File: src/rtl/lvt_timer_pkg.sv
package lvt_timer_pkg;
  localparam int CW_W      = 32;
  localparam int VEC_W     = 8;
  localparam int MODE_W    = 3;
  localparam int VEC_LSB   = 0;
  localparam int MODE_LSB  = 8;
  localparam int TRIG_BIT  = 15;
  localparam int MASK_BIT  = 16;
  localparam int PER_BIT   = 17;
  localparam logic [CW_W-1:0] CW_RESET = CW_W'(1) << MASK_BIT;

  typedef struct packed {
    logic [VEC_W-1:0]  vector;
    logic [MODE_W-1:0] mode;
    logic              level;
  } irq_req_t;

  typedef struct packed {
    logic     periodic;
    logic     masked;
    irq_req_t req;
  } lvt_cfg_t;

  function automatic lvt_cfg_t decode_cw(input logic [CW_W-1:0] w);
    lvt_cfg_t c;
    c.periodic   = w[PER_BIT];
    c.masked     = w[MASK_BIT];
    c.req.vector = w[VEC_LSB +: VEC_W];
    c.req.mode   = w[MODE_LSB +: MODE_W];
    c.req.level  = w[TRIG_BIT];
    return c;
  endfunction
endpackage

File: src/rtl/lvt_ctrl_reg.sv
module lvt_ctrl_reg
  import lvt_timer_pkg::*;
(
  input  logic            clk,
  input  logic            rst_n,
  input  logic            wr,
  input  logic [CW_W-1:0] wdata,
  output logic [CW_W-1:0] word,
  output lvt_cfg_t        cfg
);
  logic [CW_W-1:0] word_q;

  always_ff @(posedge clk) begin
    if (!rst_n)  word_q <= CW_RESET;
    else if (wr) word_q <= wdata;
  end

  assign word = word_q;
  assign cfg  = decode_cw(word_q);
endmodule

File: src/rtl/lvt_counter.sv
module lvt_counter #(
  parameter int CNT_W = 32
) (
  input  logic             clk,
  input  logic             rst_n,
  input  logic             load,
  input  logic [CNT_W-1:0] load_val,
  input  logic             tick,
  input  logic             periodic,
  output logic [CNT_W-1:0] count,
  output logic             expire
);
  localparam logic [CNT_W-1:0] ONE  = CNT_W'(1);
  localparam logic [CNT_W-1:0] ZERO = '0;

  logic [CNT_W-1:0] init_q;
  logic [CNT_W-1:0] cnt_q;
  logic             running;

  assign running = (cnt_q != ZERO);
  assign expire  = tick && !load && (cnt_q == ONE);

  always_ff @(posedge clk) begin
    if (!rst_n) begin
      init_q <= ZERO;
      cnt_q  <= ZERO;
    end else if (load) begin
      init_q <= load_val;
      cnt_q  <= load_val;
    end else if (tick && running) begin
      if (cnt_q == ONE) cnt_q <= periodic ? init_q : ZERO;
      else              cnt_q <= cnt_q - ONE;
    end
  end

  assign count = cnt_q;
endmodule

File: src/rtl/lvt_req_out.sv
module lvt_req_out
  import lvt_timer_pkg::*;
(
  input  logic     clk,
  input  logic     rst_n,
  input  logic     expire,
  input  lvt_cfg_t cfg,
  output logic     valid,
  output irq_req_t req
);
  logic     valid_q;
  irq_req_t req_q;

  always_ff @(posedge clk) begin
    if (!rst_n) begin
      valid_q <= 1'b0;
      req_q   <= '0;
    end else begin
      valid_q <= expire && !cfg.masked;
      if (expire) req_q <= cfg.req;
    end
  end

  assign valid = valid_q;
  assign req   = req_q;
endmodule

File: src/rtl/lvt_timer.sv
module lvt_timer
  import lvt_timer_pkg::*;
#(
  parameter int CNT_W = 32
) (
  input  logic                 clk,
  input  logic                 rst_n,
  input  logic                 tick_en,
  input  logic                 wr_en,
  input  logic                 wr_sel,
  input  logic [CW_W-1:0]      wr_data,
  output logic [CNT_W-1:0]     cur_count,
  output logic [CW_W-1:0]      ctrl_word,
  output logic                 irq_valid,
  output logic [VEC_W-1:0]     irq_vector,
  output logic [MODE_W-1:0]    irq_mode,
  output logic                 irq_level
);
  lvt_cfg_t cfg;
  irq_req_t req;
  logic     expire;
  logic     wr_cw;
  logic     wr_cnt;

  assign wr_cw  = wr_en && !wr_sel;
  assign wr_cnt = wr_en &&  wr_sel;

  lvt_ctrl_reg u_ctrl (
    .clk   (clk),
    .rst_n (rst_n),
    .wr    (wr_cw),
    .wdata (wr_data),
    .word  (ctrl_word),
    .cfg   (cfg)
  );

  lvt_counter #(.CNT_W(CNT_W)) u_cnt (
    .clk      (clk),
    .rst_n    (rst_n),
    .load     (wr_cnt),
    .load_val (wr_data[CNT_W-1:0]),
    .tick     (tick_en),
    .periodic (cfg.periodic),
    .count    (cur_count),
    .expire   (expire)
  );

  lvt_req_out u_req (
    .clk    (clk),
    .rst_n  (rst_n),
    .expire (expire),
    .cfg    (cfg),
    .valid  (irq_valid),
    .req    (req)
  );

  assign irq_vector = req.vector;
  assign irq_mode   = req.mode;
  assign irq_level  = req.level;
endmodule

File: config.mk
export PLATFORM = sky130hd
export DESIGN_NAME = lvt_timer
export DESIGN_NICKNAME = d
export VERILOG_FILES = /design/src/rtl/lvt_timer_pkg.sv /design/src/rtl/lvt_ctrl_reg.sv /design/src/rtl/lvt_counter.sv /design/src/rtl/lvt_req_out.sv /design/src/rtl/lvt_timer.sv
export SDC_FILE = /design/constraint.sdc
export NUM_CORES = 1
export LEC_CHECK = 0
export BUFFER_PORTS_ARGS = -buffer_cell sky130_fd_sc_hd__buf_4
export CORE_MARGIN = 4
export CORE_UTILIZATION = 55
export DETAILED_ROUTE_END_ITERATION = 16
export PLACE_DENSITY_LB_ADDON = 0.25
export RECOVER_POWER = 25
export SLEW_MARGIN = 20
export SYNTH_ARGS = -nofsm -noshare
export SYNTH_HDL_FRONTEND = slang
export SYNTH_HIERARCHICAL = 1
export SYNTH_SLANG_ARGS = --single-unit
File: constraint.sdc
create_clock -name clk -period 8.85 [get_ports clk]
set_input_delay 1.77 -clock clk [delete_from_list [all_inputs] [get_ports clk]]
set_output_delay 1.77 -clock clk [all_outputs]
set_load 0.02 [all_outputs]
Word-level counts from Yosys, hierarchy flattened
Cells that the tools add are included.
Widths: inputs -> output; s select.

cells by class
  add/sub/neg operators = 1
  equality and inequality tests = 1
  multiplexer cells = 4
  reduce and logical (&&, ||, !) cells = 11

operators with widths
  kind                   count
  $mux 32                4
  $eq 32x1->1 const B    1
  $reduce_bool 32->1     1
  $sub 32x1->32 const B  1
  $logic_and 1x1->1      6
  $logic_not 1->1        3
  $reduce_bool 2->1      1

storage, ports and cells
  register bits = 109
  bits of input ports = 37
  output and inout port bits = 77
  word-level logic and storage cells = 24

Logic depth before layout (Yosys ltp)
Gate-level depths: netlist of the first run.

  depth after elaboration = 5
  mapped depth = 12

Cells and area by module
Netlist of the first run, hierarchy kept.

modules (own cells, without submodules)
  module        times used  cells an instance  area an instance (um^2)  sequential area each (um^2)
  lvt_counter   1           451                3554.7                   1281.2
  lvt_ctrl_reg  1           117                1346.3                   640.6
  lvt_req_out   1           41                 500.5                    260.2
  lvt_timer     1           2                  16.3                     0.0

Worst setup path after synthesis of the first run
No wires, ideal clock.

  path type = input -> register
  start = in wr_sel
  end = reg u_cnt.init_q[10]
  arrival time = 3.430 ns
  setup slack = 5.292 ns
  stages on the path = 7
  buffers on the path = 4
  cells stage by stage = and2_2 clkbuf_1 clkbuf_1 buf_1 buf_1 mux2i_1 nor2_1

on the way
  cells in the longest elaborated chain, start to end = 1

ends and longest elaborated chain
  element               line               source
  from (decl)           lvt_timer.sv:10    input logic wr_sel,
  $logic_and 1x1->1     lvt_timer.sv:26    assign wr_cnt = wr_en && wr_sel;
  to (signal assigned)  lvt_counter.sv:28  init_q <= load_val;
  to (decl)             lvt_counter.sv:16  logic [CNT_W-1:0] init_q;

Every way passes these cells.
A chain may end at the register's enable or synchronous reset.

Worst setup path after layout of the first run
  start = in wr_sel
  end = reg u_cnt.cnt_q[27] (netlist: u_cnt/count[27])

on the way
  cells in the longest elaborated chain, start to end = 2
  elaborated cells between the ends (all ways) = 3

ends and longest elaborated chain
  element                                              line               source
  $logic_and 1x1->1 (*)                                lvt_timer.sv:26
  named net wr_cnt                                     lvt_timer.sv:23    logic wr_cnt;
  $mux 32 / $reduce_bool 2->1 (equally long branches)  n/a
  to (signal assigned)                                 lvt_counter.sv:29  cnt_q <= load_val;
  to (signal assigned)                                 lvt_counter.sv:31  if (cnt_q == ONE) cnt_q <= periodic ? init_q : ZERO;
  to (signal assigned)                                 lvt_counter.sv:32  else cnt_q <= cnt_q - ONE;
  to (decl)                                            lvt_counter.sv:17  logic [CNT_W-1:0] cnt_q;

The timed path passes the listed nets; every way through them passes the cells marked *.

==> impl_metrics.ini, run 1 <==
[placement]
place_congestion = 0.943
port_buffers = 113
dpl.hpwl_um = 10500
placed_area_um2 = 6110

[clock_tree]
cts_tree = built
cts_setup_buffers = 0
insertion_delay_ns = 0.37
holdBufCountCts = 0
post_cts_resized = 0
cts-root-buf = clkbuf_8
path_clk_slew_ns = 0.10
cts_htree_levels = 3
cts.sinks = 109
clockBufferDepth = 2
cts_buffers = 9

[setup_path]
crit_path_end_kind = register
required_ns = 9.07
ff2ff_path_depth = 6
crit_end = u_cnt/count[27]
path_class = in -> reg
critPathLaunchType = primary input
timing.rr.start = u_cnt/count[8]
crit_fanout = 71
startpoint = wr_sel
r2r-end = u_cnt/count[10]
crit_arrival_ns = 6.24
r2r_setup_slack_ns = 5.34

[pwr]
leakage_nw = 2.27
ir_worst_vdd_uv = 99.6
pwr_density_cell_nw_per_um2 = 200

[cells_and_area]
area_growth_pct = 13.4
diodes = 0
num-fill-cells = 867
fin_area_um2 = 6140
nets = 729
drive_gt1_frac = 0.156

[floorplanning]
row_count = 35
die_w_um = 107
pin_count = 114
dieHeight_um = 107
initial_core_util = 0.575
core-area_um2 = 9420
die_area_um2 = 11500

[synth]
syn_inst = 611
syn_area_um2 = 5420
synth_seq_area_share = 0.403
async_flop_share = 0
synth_top_area_frac = 0.403
synth_nets = 651
ys_types = 63
ys_ff_latch = 109
ys.flop_type = dfxtp_1
netlist_top_cells_area = dfxtp_1 (40%), mux2i_1 (11%), nor2b_1 (5.0%)
yosys_warnings = 6
synth_area_per_cell_um2 = 8.87
yosysTopAreaCell = dfxtp_1
synthTopCellsByCount = dfxtp_1 (109), mux2i_1 (61), nand2_1 (53), nor2_1 (44), nor2b_1 (43)
synth_edf_count = 0
synth_most_common_cell = dfxtp_1

[outcome]
outcome = finished, violations left
violations = max-capacitance violations, max-slew violations

[sta]
holdWs_ns = 0.474
maxSlewViolCount = 72
finalSetupTns_ns = 0
fin_crit_ns = 6.02
fmax_ghz = 0.166
hold_violations = 0
fin_skew_ns = 0.00949
worstMarginPinSlew_ns = 3.49
slew-limit-headroom = -1.32
post-route-period-util = 0.680
setup_violations = 0
rsz0062_at_grt = false

[drt]
wire_per_inst_um = 18.3
antenna_left = 0
drc_errors = 0
num_vias = 5105
first_pass_iters = 5
drt-initial-drc-count = 464
drt-total-wl_um = 15100
via_per_inst = 6.21

[global_routing]
grt_pass1_wl_um = 24500
grt_pass1_vias = 4846
grt_usage = 0.263
antenna_found_initial = 0
globalRouteOverflowTotal = 0
grt_start_max_net_pins = 72

[worst_hold_path]
hold_class = reg -> reg

[run]
drv_cap = 1
[placed cells by master, fill, tap and decap left out, types with 12 or more instances in the layout]
cell,synthesis,layout
clkbuf_1,17,45
a21oi_1,39,39
nand2_1,53,53
buf_4,14,71
mux2i_1,61,61
dfxtp_1,109,109
nor3_1,18,18
nor2_1,44,43
o21ai_0,33,33
nand3_1,14,14
nor4_1,16,16
o211ai_1,12,12
nor2b_1,43,43
[worst min-delay path by stage]
stage	start	to	slack, ns	cells past startpoint
3_3_place_gp	u_cnt/init_q[31]	u_cnt/init_q[31]	0.45	2
3_5_place_dp	u_cnt/init_q[24]	u_cnt/init_q[24]	0.46	2
6_report	u_cnt/init_q[24]	u_cnt/init_q[24]	0.47	2
4_1_cts	u_cnt/init_q[24]	u_cnt/init_q[24]	0.47	2
5_1_grt	u_cnt/init_q[14]	u_cnt/init_q[14]	0.50	2
2_1_floorplan	u_cnt/init_q[31]	u_cnt/init_q[31]	0.44	2
[critical path: stages]
cell and delay [ns]:
clkbuf_4 0.10, and2_2 0.12, clkbuf_1 2.45, a31oi_1 0.93
and4b_1 0.53, a221oi_1 0.19, o21ai_0 0.12
[per-stage QoR]
step,total power [mW],instances,setup WS [ns],util
finish,1.23,822,2.83,0.652
global route,1.29,822,2.64,0.652
CTS,1.23,821,5.01,0.669
detailed placement,0.931,806,4.63,0.649
global placement,0.923,806,4.73,0.649
floorplan,0.822,611,5.29,-
[registers in the layout, indices dropped and copies added, names as in the netlist]
name / cells
u_cnt/count: 32
u_req/req: 12
u_ctrl/word: 32
u_req/valid: 1
u_cnt/init_q: 32
[metal layers]
layer	routed length, um	part of all wire	up-vias	GRT usage
li1	-	-	2381	-
met1	6350	0.42	2399	0.356
met2	7070	0.47	296	0.421
met3	1360	0.090	29	0.0522
met4	289	0.019	0	0.0858
met5	0	0	-	0
[kinds of logic (layout without fill, tap and decap cells)]
family | count (synthesis) | in the layout | synth area share
buf+inv | 57 | 139 | 0.0693
simple gates | 238 | 238 | 0.237
fa+ha+maj | 3 | 3 | 0.00693
mux | 61 | 61 | 0.113
compound gates | 143 | 143 | 0.172
flops | 109 | 109 | 0.403
[layout make-up]
| class | count | area, um^2 | area share |
|---|---|---|---|
| clock inverters | 6 | 70.1 | 0.0114 |
| inverters | 6 | 22.5 | 0.00367 |
| repair buffers | 118 | 721 | 0.117 |
| well taps | 129 | 161 | 0.0263 |
| clock buffers | 9 | 124 | 0.0202 |
| flip-flops and latches | 109 | 2180 | 0.355 |
| multi-input cells | 445 | 2860 | 0.466 |
[power by group]
| part | internal (mW) | switching (mW) |
|---|---|---|
| Clock | 0.133 | 0.171 |
| Combinational | 0.137 | 0.226 |
| Sequential | 0.523 | 0.0410 |
No activity file was read; power rests on OpenSTA's default activity.
==> run 2: changes to the inputs <==
--- a/config.mk
+++ b/config.mk
@@ -7,7 +7,7 @@
 export LEC_CHECK = 0
 export BUFFER_PORTS_ARGS = -buffer_cell sky130_fd_sc_hd__buf_4
 export CORE_MARGIN = 4
-export CORE_UTILIZATION = 55
+export CORE_UTILIZATION = 50
 export DETAILED_ROUTE_END_ITERATION = 16
 export PLACE_DENSITY_LB_ADDON = 0.25
 export RECOVER_POWER = 25
==> constraint.sdc (replaced) <==
create_clock -name clk -period 5.15 [get_ports clk]
set_input_delay 1.03 -clock clk [delete_from_list [all_inputs] [get_ports clk]]
set_output_delay 1.03 -clock clk [all_outputs]
set_load 0.02 [all_outputs]
==> impl_metrics.ini, run 2 (same netlist as run 1, synthesis figures left out) <==
[floorplanning]
die_w_um = 112
die_area_um2 = 12600
core-area_um2 = 10400
row_count = 37
dieHeight_um = 112
initial_core_util = 0.520
pin_count = 114

[setup_path]
crit_path_end_kind = register
crit_chain = or4_1 -> or4_1 -> o31a_1 -> o21ai_2 -> a21oi_1 -> a31o_2
crit_fanout = 17
required_ns = 5.42
startpoint = u_cnt/count[8]
path_class = reg -> reg
critical_path.most_common_cell = or4_1
ff2ff_path_depth = 6
worstPathBufferInverterCount = 0
r2r-end = u_cnt/count[10]
r2r_setup_slack_ns = 1.60
crit_end = u_cnt/count[10]
critical_path.slowest_cell = or4_1
timing.rr.start = u_cnt/count[8]
cpPeakStageDelay_ns = 0.72
crit_cells = 6
path_delay_family = compound AO/OA/AOI/OAI gates
critPathLaunchType = register
crit_arrival_ns = 3.82

[drt]
drt-total-wl_um = 15500
drt-initial-drc-count = 457
num_vias = 4963
first_pass_iters = 5
via_per_inst = 5.97
antenna_left = 0
drc_errors = 0
wire_per_inst_um = 18.6

[cells_and_area]
fin_area_um2 = 6190
nets = 731
final_cells = 832
postLayoutCoreUtil = 0.594
num-fill-cells = 952
regArea_um2 = 2180
diodes = 0
area_growth_pct = 14.2
layout_common_cells = dfxtp_1 (109), buf_4 (80), mux2i_1 (61)
multi_input_area_um2 = 2860
mostFrequentLayoutCell = dfxtp_1
drive_gt1_frac = 0.165

[clock_tree]
cts_setup_buffers = 0
cts_tree = built
post_cts_resized = 0
cts_buffers = 9
holdBufCountCts = 0
cts.sinks = 109
clockBufferDepth = 2
insertion_delay_ns = 0.38
path_clk_slew_ns = 0.10
cts-root-buf = clkbuf_8
cts_htree_levels = 3

[sta]
maxSlewViolCount = 0
finalSetupTns_ns = 0
rsz0062_at_grt = false
fin_skew_ns = 0.0130
post-route-period-util = 0.689
holdWs_ns = 0.481
worstMarginPinSlew_ns = 1.29
fin_crit_ns = 3.55
slew-limit-headroom = 0.137
setup_violations = 0
hold_violations = 0
fin_ws_ns = 1.60
fmax_ghz = 0.282

[global_routing]
globalRouteOverflowTotal = 0
grt_start_max_net_pins = 60
grt_pass1_vias = 4910
grt_usage = 0.244
antenna_found_initial = 0
grt_pass1_wl_um = 25300

[pwr]
p_clk_frac = 0.244
ir_worst_vdd_uv = 180
power_switching_share = 0.356
pwr_density_cell_nw_per_um2 = 341
fin_total_pwr_mw = 2.11
pwr-share-seq = 0.459
internal_power_mw = 1.36
net-switching-power_uw = 751
combPwrFrac = 0.297
leakage_nw = 2.29

[placement]
place_congestion = 0.956
port_buffers = 113
dp_slack_ns = 1.56
dpl.hpwl_um = 10900
placed_area_um2 = 6130
place_inst = 815

[outcome]
outcome = completed

[run]
drv_cap = 0

[worst_hold_path]
hold_depth = 2
hold_class = reg -> reg
-- run 2: worst min-delay path by stage --
stage	start	end	slack (ns)
floorplan	u_cnt/init_q[31]	u_cnt/init_q[31]	0.44
global placement	u_cnt/init_q[31]	u_cnt/init_q[31]	0.45
detailed placement	u_cnt/init_q[31]	u_cnt/init_q[31]	0.46
CTS	u_cnt/init_q[7]	u_cnt/init_q[7]	0.48
global route	u_cnt/init_q[7]	u_cnt/init_q[7]	0.49
finish	u_cnt/init_q[18]	u_cnt/init_q[18]	0.48
-- run 2: worst min-delay path, delay by kind of cell, from the launching register on --
kind	cells	cell delay [ns]
AND/OR/NAND/NOR	1	0.07
AO/OA/AOI/OAI	1	0.06
flip-flops	1	0.31
-- run 2: cell type report --
cell class / instances / share of cell area
Inverter: 6 / 0.00364
Timing Repair Buffer: 120 / 0.123
Sequential cell: 109 / 0.353
Clock buffer: 10 / 0.0206
Clock inverter: 6 / 0.0103
Tap cell: 136 / 0.0275
Multi-Input combinational cell: 445 / 0.463
-- run 2: metal layers --
metal  wire length, um  part of all wire  vias up  GRT usage
li1                  -                 -     2389          -
met4               293             0.019        0     0.0833
met1              6830              0.44     2305      0.333
met5                 0                 0        -          0
met3              1280             0.083       30     0.0480
met2              7080              0.46      239      0.389
-- run 2: power groups by stage --
stage | Combinational, mW | Clock, mW | Sequential, mW
6_report | 0.626 | 0.515 | 0.970
2_1_floorplan | 0.400 | 0 | 1.01
3_3_place_gp | 0.613 | 0 | 0.985
4_1_cts | 0.626 | 0.529 | 0.968
5_1_grt | 0.684 | 0.562 | 0.979
3_5_place_dp | 0.622 | 0 | 0.987
==> run 3: changes to the inputs <==
--- a/config.mk
+++ b/config.mk
@@ -7,7 +7,7 @@
 export LEC_CHECK = 0
 export BUFFER_PORTS_ARGS = -buffer_cell sky130_fd_sc_hd__buf_4
 export CORE_MARGIN = 4
-export CORE_UTILIZATION = 50
+export CORE_UTILIZATION = 55
 export DETAILED_ROUTE_END_ITERATION = 16
 export PLACE_DENSITY_LB_ADDON = 0.25
 export RECOVER_POWER = 25
==> constraint.sdc (replaced) <==
create_clock -name clk -period 3.5 [get_ports clk]
set_input_delay 0.7 -clock clk [delete_from_list [all_inputs] [get_ports clk]]
set_output_delay 0.7 -clock clk [all_outputs]
set_load 0.02 [all_outputs]
==> impl_metrics.ini, run 3 (same netlist as run 1, synthesis figures left out) <==
[setup_path]
crit_path_end_kind = register
crit_fanout = 11
crit_arrival_ns = 3.33
critPathLaunchType = register
path_class = reg -> reg
required_ns = 3.77

[sta]
fin_skew_ns = 0.0106
fin_crit_ns = 3.07
worstMarginPinSlew_ns = 1.30
fmax_ghz = 0.326
slew-limit-headroom = 0.135
maxSlewViolCount = 0
post-route-period-util = 0.876
finalSetupTns_ns = 0
setup_violations = 0
rsz0062_at_grt = false
hold_violations = 0

[run]
drv_cap = 0

[cells_and_area]
fin_area_um2 = 6270
nets = 746
area_growth_pct = 15.7
postLayoutCoreUtil = 0.666
mostFrequentLayoutCell = dfxtp_1
diodes = 0
drive_gt1_frac = 0.186
layout_common_cells = dfxtp_1 (109), buf_4 (100), mux2i_1 (61)

[placement]
placed_area_um2 = 6240
place_congestion = 0.954
port_buffers = 113
dpl.hpwl_um = 11400

[clock_tree]
cts-root-buf = clkbuf_8
cts.sinks = 109
cts_setup_buffers = 0
cts_htree_levels = 3
path_clk_slew_ns = 0.10
post_cts_resized = 0
holdBufCountCts = 0
clockBufferDepth = 2
cts_buffers = 9
cts_tree = built
insertion_delay_ns = 0.38

[drt]
drt-initial-drc-count = 435
first_pass_iters = 5
drc_errors = 0
drt-total-wl_um = 15700
antenna_left = 0
wire_per_inst_um = 18.7
via_per_inst = 5.95
num_vias = 4995

[global_routing]
grt_start_max_net_pins = 59
grt_usage = 0.275
globalRouteOverflowTotal = 0
antenna_found_initial = 0
grt_pass1_wl_um = 25200
grt_pass1_vias = 4886

[worst_hold_path]
hold_class = reg -> reg

[pwr]
ir_worst_vdd_uv = 422
pwr_density_cell_nw_per_um2 = 485
leakage_nw = 2.37

[outcome]
outcome = completed

[floorplanning]
row_count = 35
initial_core_util = 0.575
core-area_um2 = 9420
die_area_um2 = 11500
pin_count = 114
dieHeight_um = 107
die_w_um = 107
[run 3: cell types whose count changed in the layout (fill, tap and decap cells not counted), sizes merged]
cell and change:
bufinv -1, buf +19, clkinvlp -1, clkbuf -3
[run 3: critical path, stage by stage (launching register included)]
cell     delay [ns]
dfxtp_1        0.40
or4_1          0.68
or4_4          0.62
o31a_1         0.46
o21ai_2        0.49
buf_4          0.23
o21ai_0        0.08
[run 3: final timing paths]
check	startpoint	cells past startpoint	end	slack [ns]
worst max-delay path	u_cnt/count[23]	6	u_cnt/count[27]	0.43
worst min-delay path	u_cnt/init_q[28]	2	u_cnt/init_q[28]	0.48
worst max register to register	u_cnt/count[23]	6	u_cnt/count[27]	0.43
worst min register to register	u_cnt/init_q[28]	2	u_cnt/init_q[28]	0.48
[run 3: area by class of cell]
type / count / area (um^2)
Fill cell: 833 / 3150
Multi-Input combinational cell: 445 / 2860
Sequential cell: 109 / 2180
Timing Repair Buffer: 135 / 886
Tap cell: 129 / 161
Clock buffer: 11 / 131
Clock inverter: 4 / 26.3
Inverter: 6 / 22.5
[run 3: power breakdown]
group / internal, mW / leakage, nW / switching (mW)
sequential: 1.32 / 0.891 / 0.104
clock: 0.254 / 0.0792 / 0.400
combinational: 0.375 / 1.40 / 0.588
[run 3: stage by stage]
stage	std cells	worst slack, ns	power (mW)	hold slack (ns)
detailed placement	824	0.453	2.40	0.459
global placement	824	0.518	2.38	0.452
floorplan	611	0.462	2.08	0.440
global route	839	0.217	3.20	0.503
CTS	839	0.439	3.05	0.473
finish	839	0.434	3.04	0.476
[run 3: metal layers]
metal / vias up / share of wire / global-route usage
met2: 204 / 0.47 / 0.434
met5: - / 0 / 0
met3: 21 / 0.079 / 0.0636
li1: 2416 / - / -
met1: 2354 / 0.43 / 0.373
met4: 0 / 0.016 / 0.0877
